<file path="src/rtl/pbank_pkg.sv">
package pbank_pkg;

    localparam int BANK_W   = 8;
    localparam int NUM_WIN  = 4;
    localparam int ROM_AW   = 7;
    localparam int RAM_AW   = 4;

    localparam logic [7:0] OFF_LAYOUT  = 8'h00;
    localparam logic [7:0] OFF_KEY_A   = 8'h02;
    localparam logic [7:0] OFF_KEY_B   = 8'h03;
    localparam logic [7:0] OFF_RAMBANK = 8'h13;
    localparam logic [7:0] OFF_WIN0    = 8'h14;

    localparam logic [1:0] KEY_A_OPEN = 2'b10;
    localparam logic [1:0] KEY_B_OPEN = 2'b01;

    typedef enum logic [1:0] {
        PM_ONE32  = 2'd0,
        PM_TWO16  = 2'd1,
        PM_MIXED  = 2'd2,
        PM_FOUR8  = 2'd3
    } pmode_e;

    typedef struct packed {
        pmode_e           layout;
        logic [1:0]       key_a;
        logic [1:0]       key_b;
        logic [RAM_AW-1:0] ram_bank;
    } cfg_t;

    // Which register drives a region and how many low bank bits the CPU supplies
    typedef struct packed {
        logic       in_ram_win;
        logic       in_prg;
        logic [1:0] reg_idx;
        logic [1:0] cpu_bits;
    } route_t;

    function automatic route_t route_of(input pmode_e m, input logic [2:0] top);
        route_t r;
        r = '0;
        if (top == 3'd3) begin
            r.in_ram_win = 1'b1;
        end else if (top[2]) begin
            r.in_prg = 1'b1;
            unique case (m)
                PM_ONE32: begin r.reg_idx = 2'd3; r.cpu_bits = 2'd2; end
                PM_TWO16: begin r.reg_idx = top[1] ? 2'd3 : 2'd1; r.cpu_bits = 2'd1; end
                PM_MIXED: begin
                    if (!top[1]) begin r.reg_idx = 2'd1; r.cpu_bits = 2'd1; end
                    else         begin r.reg_idx = top[1:0]; r.cpu_bits = 2'd0; end
                end
                default:  begin r.reg_idx = top[1:0]; r.cpu_bits = 2'd0; end
            endcase
        end
        return r;
    endfunction

    function automatic logic [BANK_W-1:0] splice(input logic [BANK_W-1:0] bank,
                                                input logic [1:0] cpu_bits,
                                                input logic a14, input logic a13);
        logic [BANK_W-1:0] o;
        o = bank;
        if (cpu_bits != 2'd0) o[0] = a13;
        if (cpu_bits == 2'd2) o[1] = a14;
        return o;
    endfunction

endpackage

</file>
<file path="src/rtl/pbank_regs.sv">
module pbank_regs
    import pbank_pkg::*;
#(
    parameter logic [7:0]        REG_PAGE   = 8'h51,
    parameter logic [BANK_W-1:0] BANK_RST   = 8'hFF,
    parameter pmode_e            LAYOUT_RST = PM_FOUR8
) (
    input  logic                          clk,
    input  logic                          rst,
    input  logic [15:0]                   addr,
    input  logic [BANK_W-1:0]             wdata,
    input  logic                          wr,
    input  logic                          strobe,
    output cfg_t                          cfg,
    output logic [NUM_WIN-1:0][BANK_W-1:0] banks
);
    logic              strobe_q;
    logic              cap_wr;
    logic [15:0]       cap_addr;
    logic [BANK_W-1:0] cap_data;
    logic              commit;
    logic [7:0]        off;

    always_ff @(posedge clk) begin
        if (rst) begin
            strobe_q <= 1'b0;
            cap_wr   <= 1'b0;
            cap_addr <= '0;
            cap_data <= '0;
        end else begin
            strobe_q <= strobe;
            if (strobe) begin
                cap_wr   <= wr;
                cap_addr <= addr;
                cap_data <= wdata;
            end
        end
    end

    assign off    = cap_addr[7:0];
    assign commit = strobe_q && !strobe && cap_wr && (cap_addr[15:8] == REG_PAGE);

    always_ff @(posedge clk) begin
        if (rst) begin
            cfg.layout   <= LAYOUT_RST;
            cfg.key_a    <= '0;
            cfg.key_b    <= '0;
            cfg.ram_bank <= '0;
        end else if (commit) begin
            unique case (off)
                OFF_LAYOUT:  cfg.layout   <= pmode_e'(cap_data[1:0]);
                OFF_KEY_A:   cfg.key_a    <= cap_data[1:0];
                OFF_KEY_B:   cfg.key_b    <= cap_data[1:0];
                OFF_RAMBANK: cfg.ram_bank <= cap_data[RAM_AW-1:0];
                default: ;
            endcase
        end
    end

    for (genvar i = 0; i < NUM_WIN; i++) begin : g_bank
        localparam logic [7:0] MY_OFF = OFF_WIN0 + 8'(i);
        always_ff @(posedge clk) begin
            if (rst)                           banks[i] <= BANK_RST;
            else if (commit && off == MY_OFF)  banks[i] <= cap_data;
        end
    end

endmodule

</file>
<file path="src/rtl/pbank_window.sv">
module pbank_window
    import pbank_pkg::*;
(
    input  pmode_e                         layout,
    input  logic [RAM_AW-1:0]              ram_bank,
    input  logic [NUM_WIN-1:0][BANK_W-1:0] banks,
    input  logic [2:0]                     top,
    output logic [ROM_AW-1:0]              rom_addr,
    output logic [RAM_AW-1:0]              ram_addr,
    output logic                           rom_sel,
    output logic                           ram_sel
);
    route_t            rt;
    logic [BANK_W-1:0] spl;
    logic              is_rom;

    always_comb begin
        rt     = route_of(layout, top);
        spl    = splice(banks[rt.reg_idx], rt.cpu_bits, top[1], top[0]);
        is_rom = (rt.reg_idx == 2'd3) || spl[BANK_W-1];

        rom_addr = spl[ROM_AW-1:0];
        ram_addr = ram_bank;
        rom_sel  = 1'b0;
        ram_sel  = 1'b0;
        if (rt.in_ram_win) begin
            ram_sel = 1'b1;
        end else if (rt.in_prg) begin
            rom_sel  = is_rom;
            ram_sel  = !is_rom;
            ram_addr = spl[RAM_AW-1:0];
        end
    end

endmodule

</file>
<file path="src/rtl/pbank_gate.sv">
module pbank_gate
    import pbank_pkg::*;
(
    input  logic       rom_sel,
    input  logic       ram_sel,
    input  logic [1:0] key_a,
    input  logic [1:0] key_b,
    input  logic       wr,
    input  logic       strobe,
    output logic       rom_ce,
    output logic       ram_ce,
    output logic       ram_we
);
    logic unlocked;

    assign unlocked = (key_a == KEY_A_OPEN) && (key_b == KEY_B_OPEN);
    assign rom_ce   = rom_sel;
    assign ram_ce   = ram_sel;
    assign ram_we   = ram_sel && wr && strobe && unlocked;

endmodule

</file>
<file path="src/rtl/pbank_mapper.sv">
module pbank_mapper
    import pbank_pkg::*;
#(
    parameter logic [7:0]        REG_PAGE   = 8'h51,
    parameter logic [BANK_W-1:0] BANK_RST   = 8'hFF,
    parameter pmode_e            LAYOUT_RST = PM_FOUR8
) (
    input  logic              clk,
    input  logic              rst,
    input  logic [15:0]       cpu_addr,
    input  logic [7:0]        cpu_wdata,
    input  logic              cpu_wr,
    input  logic              cpu_strobe,
    output logic [6:0]        rom_addr,
    output logic [3:0]        ram_addr,
    output logic              rom_ce,
    output logic              ram_ce,
    output logic              ram_we
);
    cfg_t                           cfg;
    logic [NUM_WIN-1:0][BANK_W-1:0] banks;
    logic                           rom_sel;
    logic                           ram_sel;

    pbank_regs #(
        .REG_PAGE   (REG_PAGE),
        .BANK_RST   (BANK_RST),
        .LAYOUT_RST (LAYOUT_RST)
    ) u_regs (
        .clk    (clk),
        .rst    (rst),
        .addr   (cpu_addr),
        .wdata  (cpu_wdata),
        .wr     (cpu_wr),
        .strobe (cpu_strobe),
        .cfg    (cfg),
        .banks  (banks)
    );

    pbank_window u_window (
        .layout   (cfg.layout),
        .ram_bank (cfg.ram_bank),
        .banks    (banks),
        .top      (cpu_addr[15:13]),
        .rom_addr (rom_addr),
        .ram_addr (ram_addr),
        .rom_sel  (rom_sel),
        .ram_sel  (ram_sel)
    );

    pbank_gate u_gate (
        .rom_sel (rom_sel),
        .ram_sel (ram_sel),
        .key_a   (cfg.key_a),
        .key_b   (cfg.key_b),
        .wr      (cpu_wr),
        .strobe  (cpu_strobe),
        .rom_ce  (rom_ce),
        .ram_ce  (ram_ce),
        .ram_we  (ram_we)
    );

endmodule

</file>
<file path="config.mk">
export PLATFORM = sky130hd
export DESIGN_NAME = pbank_mapper
export DESIGN_NICKNAME = d
export VERILOG_FILES = /design/src/rtl/pbank_pkg.sv /design/src/rtl/pbank_regs.sv /design/src/rtl/pbank_window.sv /design/src/rtl/pbank_gate.sv /design/src/rtl/pbank_mapper.sv
export SDC_FILE = /design/constraint.sdc
export NUM_CORES = 1
export LEC_CHECK = 0
export BUFFER_PORTS_ARGS = -buffer_cell sky130_fd_sc_hd__buf_2
export CAP_MARGIN = 20
export CORE_MARGIN = 2
export CORE_UTILIZATION = 50
export CTS_CLUSTER_SIZE = 40
export DETAILED_ROUTE_END_ITERATION = 10
export PLACE_DENSITY = 0.71
export SLEW_MARGIN = 40
export SYNTH_ARGS = -nofsm -noshare
export SYNTH_HDL_FRONTEND = slang
export SYNTH_SLANG_ARGS = --single-unit
</file>
<file path="constraint.sdc">
create_clock -name clk -period 2.5 [get_ports clk]
set_input_delay 0.5 -clock clk [delete_from_list [all_inputs] [get_ports clk]]
set_output_delay 0.5 -clock clk [all_outputs]
set_load 0.03 [all_outputs]
</file>
=== Word level (Yosys, flattened, before mapping) ===
Cells that the tools add are included.

* $lt $le $gt $ge: 1
* Equal/unequal tests: 15
* Multiplexer cells: 16
* Reduce and logical (&&, ||, !) cells: 21

{| class="wikitable"
|+ Operators by type and width
! operator !! number
|-
| $eq A8 B5 Y1 const B || 5
|-
| $bmux W8 S2 || 1
|-
| $eq A8 B2 Y1 const B || 2
|-
| $mux W4 || 3
|-
| $pmux W4 S3 || 1
|-
| $logic_and A1 B1 Y1 || 11
|-
| $mux W5 || 2
|-
| $eq A2 B2 Y1 const B || 4
|-
| $eq A8 B7 Y1 const B || 1
|-
| $logic_not A8 Y1 || 1
|-
| $mux W8 || 1
|-
| $reduce_and A2 Y1 || 4
|-
| $mux W1 || 7
|-
| $eq A2 B1 Y1 const B || 2
|-
| $eq A3 B2 Y1 const B || 1
|-
| $lt A2 B3 Y1 const B || 1
|-
| $logic_not A1 Y1 || 2
|-
| $logic_not A2 Y1 || 1
|-
| $mux W2 || 1
|-
| $reduce_bool A2 Y1 || 1
|-
| $logic_or A1 B1 Y1 || 1
|}

* Register bits after elaboration: 68
* Input port bits: 28
* Output and inout port bits: 14
* Word-level logic and storage cells: 65

=== Logic depth before layout (Yosys ltp) ===
* Depth after elaboration: 13
* Depth in mapped cells: 6
* Gate-level depth less buffers: 4

=== Modules after synthesis ===
Synthesis repeated with hierarchy kept, for this count alone.

* Cell total of the unflattened synthesis: 321
* Area, all modules: 3126.7 um^2

{| class="wikitable"
|+ Modules (own cells, without submodules)
! module !! times used !! cells each !! area each (um^2) !! sequential area each (um^2)
|-
| pbank_regs || 1 || 258 || 2622.5 || 1361.3
|-
| pbank_window || 1 || 58 || 466.7 || 0.0
|-
| pbank_gate || 1 || 5 || 37.5 || 0.0
|}

=== Worst setup path before layout ===
OpenSTA, ideal clock, no wires.

* Path type: input-to-output
* Start: in cpu_addr[14]
* End: out ram_addr[3]
* Data arrival time: 1.897 ns
* Data required time: 2.000 ns
* Path slack: 0.103 ns
* Stages on the path: 6
* Path buffers: 2
* Path through: o21ba_2 > clkbuf_1 > nand2b_1 > buf_4 > mux2i_1 > o221ai_1

* Cells in the longest elaborated chain, start to end: 8
* Elaborated cells on any way between the ends: 11
* Classes of those cells: eq/ne (1); mux (10)

{| class="wikitable"
|+ Ends and longest elaborated chain
! element !! RTL line !! source
|-
| start: declaration || pbank_mapper.sv:10 || <nowiki>input logic [15:0] cpu_addr,</nowiki>
|-
| $mux W4 / $mux W2 (equally long branches) || pbank_pkg.sv:50, pbank_pkg.sv:48 ||
|-
| $pmux W4 S3 || pbank_pkg.sv:46 || <nowiki>unique case (m)</nowiki>
|-
| $mux W5 || pbank_pkg.sv:44 || <nowiki>end else if (top[2]) begin</nowiki>
|-
| $mux W5 || pbank_pkg.sv:42 || <nowiki>if (top == 3'd3) begin</nowiki>
|-
| $bmux W8 S2 || pbank_window.sv:19 || <nowiki>spl = splice(banks[rt.reg_idx], rt.cpu_bits, top[1], top[0]);</nowiki>
|-
| $mux W8 (implied by the code) || pbank_window.sv:19 ||
|-
| $mux W4 || pbank_window.sv:28 || <nowiki>end else if (rt.in_prg) begin</nowiki>
|-
| $mux W4 (*) || pbank_window.sv:26 || <nowiki>if (rt.in_ram_win) begin</nowiki>
|-
| end: declaration || pbank_mapper.sv:15 || <nowiki>output logic [3:0] ram_addr,</nowiki>
|}

Every way passes the cells marked *; elsewhere a longest branch is shown, timed or not. The select of a mux whose other input is x is not followed.

=== Worst setup path after layout ===
* Start: reg, netlist name u_regs.cfg[8]
* End: out rom_addr[6]

* Cells in the longest elaborated chain, start to end: 6
* Elaborated cells on any way between the ends: 8
* Classes of those cells: eq/ne (2); mux (5); reduce/logical (1)

{| class="wikitable"
|+ Ends and longest elaborated chain
! element !! RTL line !! source
|-
| $eq A2 B2 Y1 (tied with other cells) || pbank_pkg.sv:46 ||
|-
| $pmux W4 S3 (*) || pbank_pkg.sv:46 ||
|-
| $mux W5 (*) || pbank_pkg.sv:44 ||
|-
| $mux W5 (*) || pbank_pkg.sv:42 ||
|-
| $bmux W8 S2 (*) || pbank_window.sv:19 ||
|-
| $mux W8 (implied by the code) (*) || pbank_window.sv:19 ||
|-
| end: declaration || pbank_mapper.sv:14 || <nowiki>output logic [6:0] rom_addr,</nowiki>
|}

Marked as above.

==> flow_summary.ini <==
[clock_tree]
h-tree-depth = 3
postCtsHoldBufs = 0
cts_setup_buffers = 0
clock-root-buffer = clkbuf_8
clk_latency_ps = 340
cts_buffers = 9
cts_tree = done
clockBufferDepth = 2
clock_sink_count = 67
path_clk_slew_ps = 80
cts_resized = 0

[synthesis]
yosysMostFrequentCell = mux2i_1
syn_inst = 342
yosys.area.top_type = dfxtp_1
netlist_area_um2 = 3209
avgSynthCellArea_um2 = 9.384
synth_ff_type = dfxtp_1
netlist_top_cells_count = mux2i_1, nor2_1, dfxtp_1, clkbuf_1, nand2b_1
synthSimpleGateAreaFrac = 0.2218
synth_edf_count = 0
synth_fp_nets = 370
yosys.area_share.adder = 0
synth_area_leaders = dfxtp_1, mux2i_1, nor2_1, nand2b_1, clkbuf_1
synth_compound_area_frac = 0.07018
synthDistinctLibCells = 46
async_flop_share = 0
ys_seq_elements = 67
yosysSeqAreaShare = 0.4179
yosysTopAreaCellShare = 0.4179
synth.mux.area_fraction = 0.2526
synth_xor_area_frac = 0.002729
synth_top_family_by_area = multiplexers
yosys_warnings = 0

[setup_path]
critPathSlowestCell = dfxtp_1
cpPeakStageDelay_ps = 310
path_cells = o21ba_2, nand2b_1, buf_4, mux2i_1, mux2i_1, buf_2
worstSetupEndpointType = output port
crit_type = register to output port
cp-startpoint = u_regs.cfg[8]
r2r-start = u_regs.cap_addr[7]
cp_max_fo = 6
crit_path_start_kind = register
cp_common_cell = mux2i_1
crit_required_ps = 2000
arrival_ps = 1900

[drt]
wl_um = 6728
firstDrtPassIters = 4
drt_first_iter_violations = 109
vias_per_cell = 5.464
vias = 2557
final_antenna_net_count = 0
drc = 0
wl_per_cell_um = 14.38

[sta]
fin_skew_ps = 12.37
period_minus_slack_ps = 2403
post-route-period-util = 0.9612
setup_viol = 0
setup_tns_ps = 0
final_critical_path_setup_slack_ps = 96.90
timing.fmax_ghz = 0.4161
worst_slew_pin_slew_ps = 607.3
hold_violations = 0
rsz0062_at_grt = no
relSlewSlack = 0.5952
drv_slew = 0

[die]
dieArea_um2 = 7075
ioPinCount = 42
num_rows = 29
die_h_um = 84.12
core_um2 = 6277
start_util = 0.5113
die_w_um = 84.12

[place]
globalplace.congestion = 0.8345
pre_cts_slack_ps = 155.0
dp_hpwl_um = 4821
io_buffers = 41

[global_routing]
antenna_found_initial = 0
grt_max_degree = 36
grt_pass1_vias = 2615
grt_usage = 0.2055
grt.overflow.total = 0
grt_pass1_wl_um = 11790

[final_layout]
diodes = 0
syn_to_final_growth_pct = 16.53
layout-drive-gt1-share = 0.2020
nets = 414

[run]
maxCapViolCount = 0

[power_and_ir_drop]
power_density_nw_per_um2 = 624.4
ir_drop_uv = 419.3
power_leakage_uw = 0.001739

[status]
status = completed

[worst_hold_path]
hp-class = input port to register
hold_start = cpu_wdata[1]
-- cell usage in the layout (no fill, tap or decap), drive strengths merged, types with 4 or more instances in the layout --
master and count:
a21oi 10, buf 55, clkbuf 12, dfxtp 67
mux2i 81, nand2 10, nand2b 13, nand3 7
nor2 72, nor2b 4, nor3 6, o21ai 11
-- stage by stage --
stage | hold slack [ps] | utilization | cell area, µm² | std cells | power [µW]
2_1_floorplan | 444.9 | - | 3209 | 342 | 1281
3_3_place_gp | 457.2 | 0.5595 | 3512 | 452 | 1343
3_5_place_dp | 460.1 | 0.5595 | 3512 | 452 | 1348
4_1_cts | 389.4 | 0.5958 | 3740 | 468 | 2352
5_1_grt | 402.4 | 0.5958 | 3740 | 468 | 2419
6_report | 391.8 | 0.5958 | 3740 | 468 | 2335
-- cells by family after synthesis --
logic type,after synthesis
AOI/OAI and AO/OA,36
xor gates and xnor gates,1
buffers and inverters,24
DFF,67
muxes,81
and+or+nand+nor,133
-- worst max-delay path, delay by kind of cell, from the launching register on --
kind	cells	cell delay, ps
AO/OA/AOI/OAI	1	210
AND/OR/NAND/NOR	1	310
multiplexers	2	270
flip-flops	1	310
buffers and inverters	2	470
-- power breakdown --
part	total [µW]	switching (µW)	internal, µW
sequential	1110	19.1	1090
clock	1010	398	615
combinational	211	121	89.9
-- final timing paths --
check                       end  slack, ps  depth (start not counted)
min          u_regs.cap_data[1]        390                          3
max reg2reg     u_regs.banks[3]        590                          4
max                 rom_addr[6]        100                          6
min reg2reg       u_regs.cfg[7]        470                          2
-- state kept, by name (all words and copies together), names as in the netlist --
| name | flops |
|---|---|
| u_regs.cap_data | 8 |
| u_regs.banks | 31 |
| u_regs.cap_addr | 16 |
| u_regs.cap_wr | 1 |
| u_regs.cfg | 10 |
| u_regs.strobe_q | 1 |
-- layer usage --
metal / up-vias / GRT usage / part of all wire
met5: - / 0 / 0
met4: 0 / 0.08798 / 0.012
met3: 8 / 0.03462 / 0.043
met2: 44 / 0.3485 / 0.48
met1: 1218 / 0.2574 / 0.46
li1: 1287 / - / -
-- cell type report --
class / count / area [µm²]
inverters: 2 / 7.507
fillers: 568 / 2537
clock buffers: 12 / 155.1
flip-flops and latches: 67 / 1341
repair buffers: 55 / 310.3
multi-input cells: 251 / 1757
clock inverters: 4 / 72.57
well taps: 77 / 96.34
Note: power is estimated with default switching activity, not from simulation.
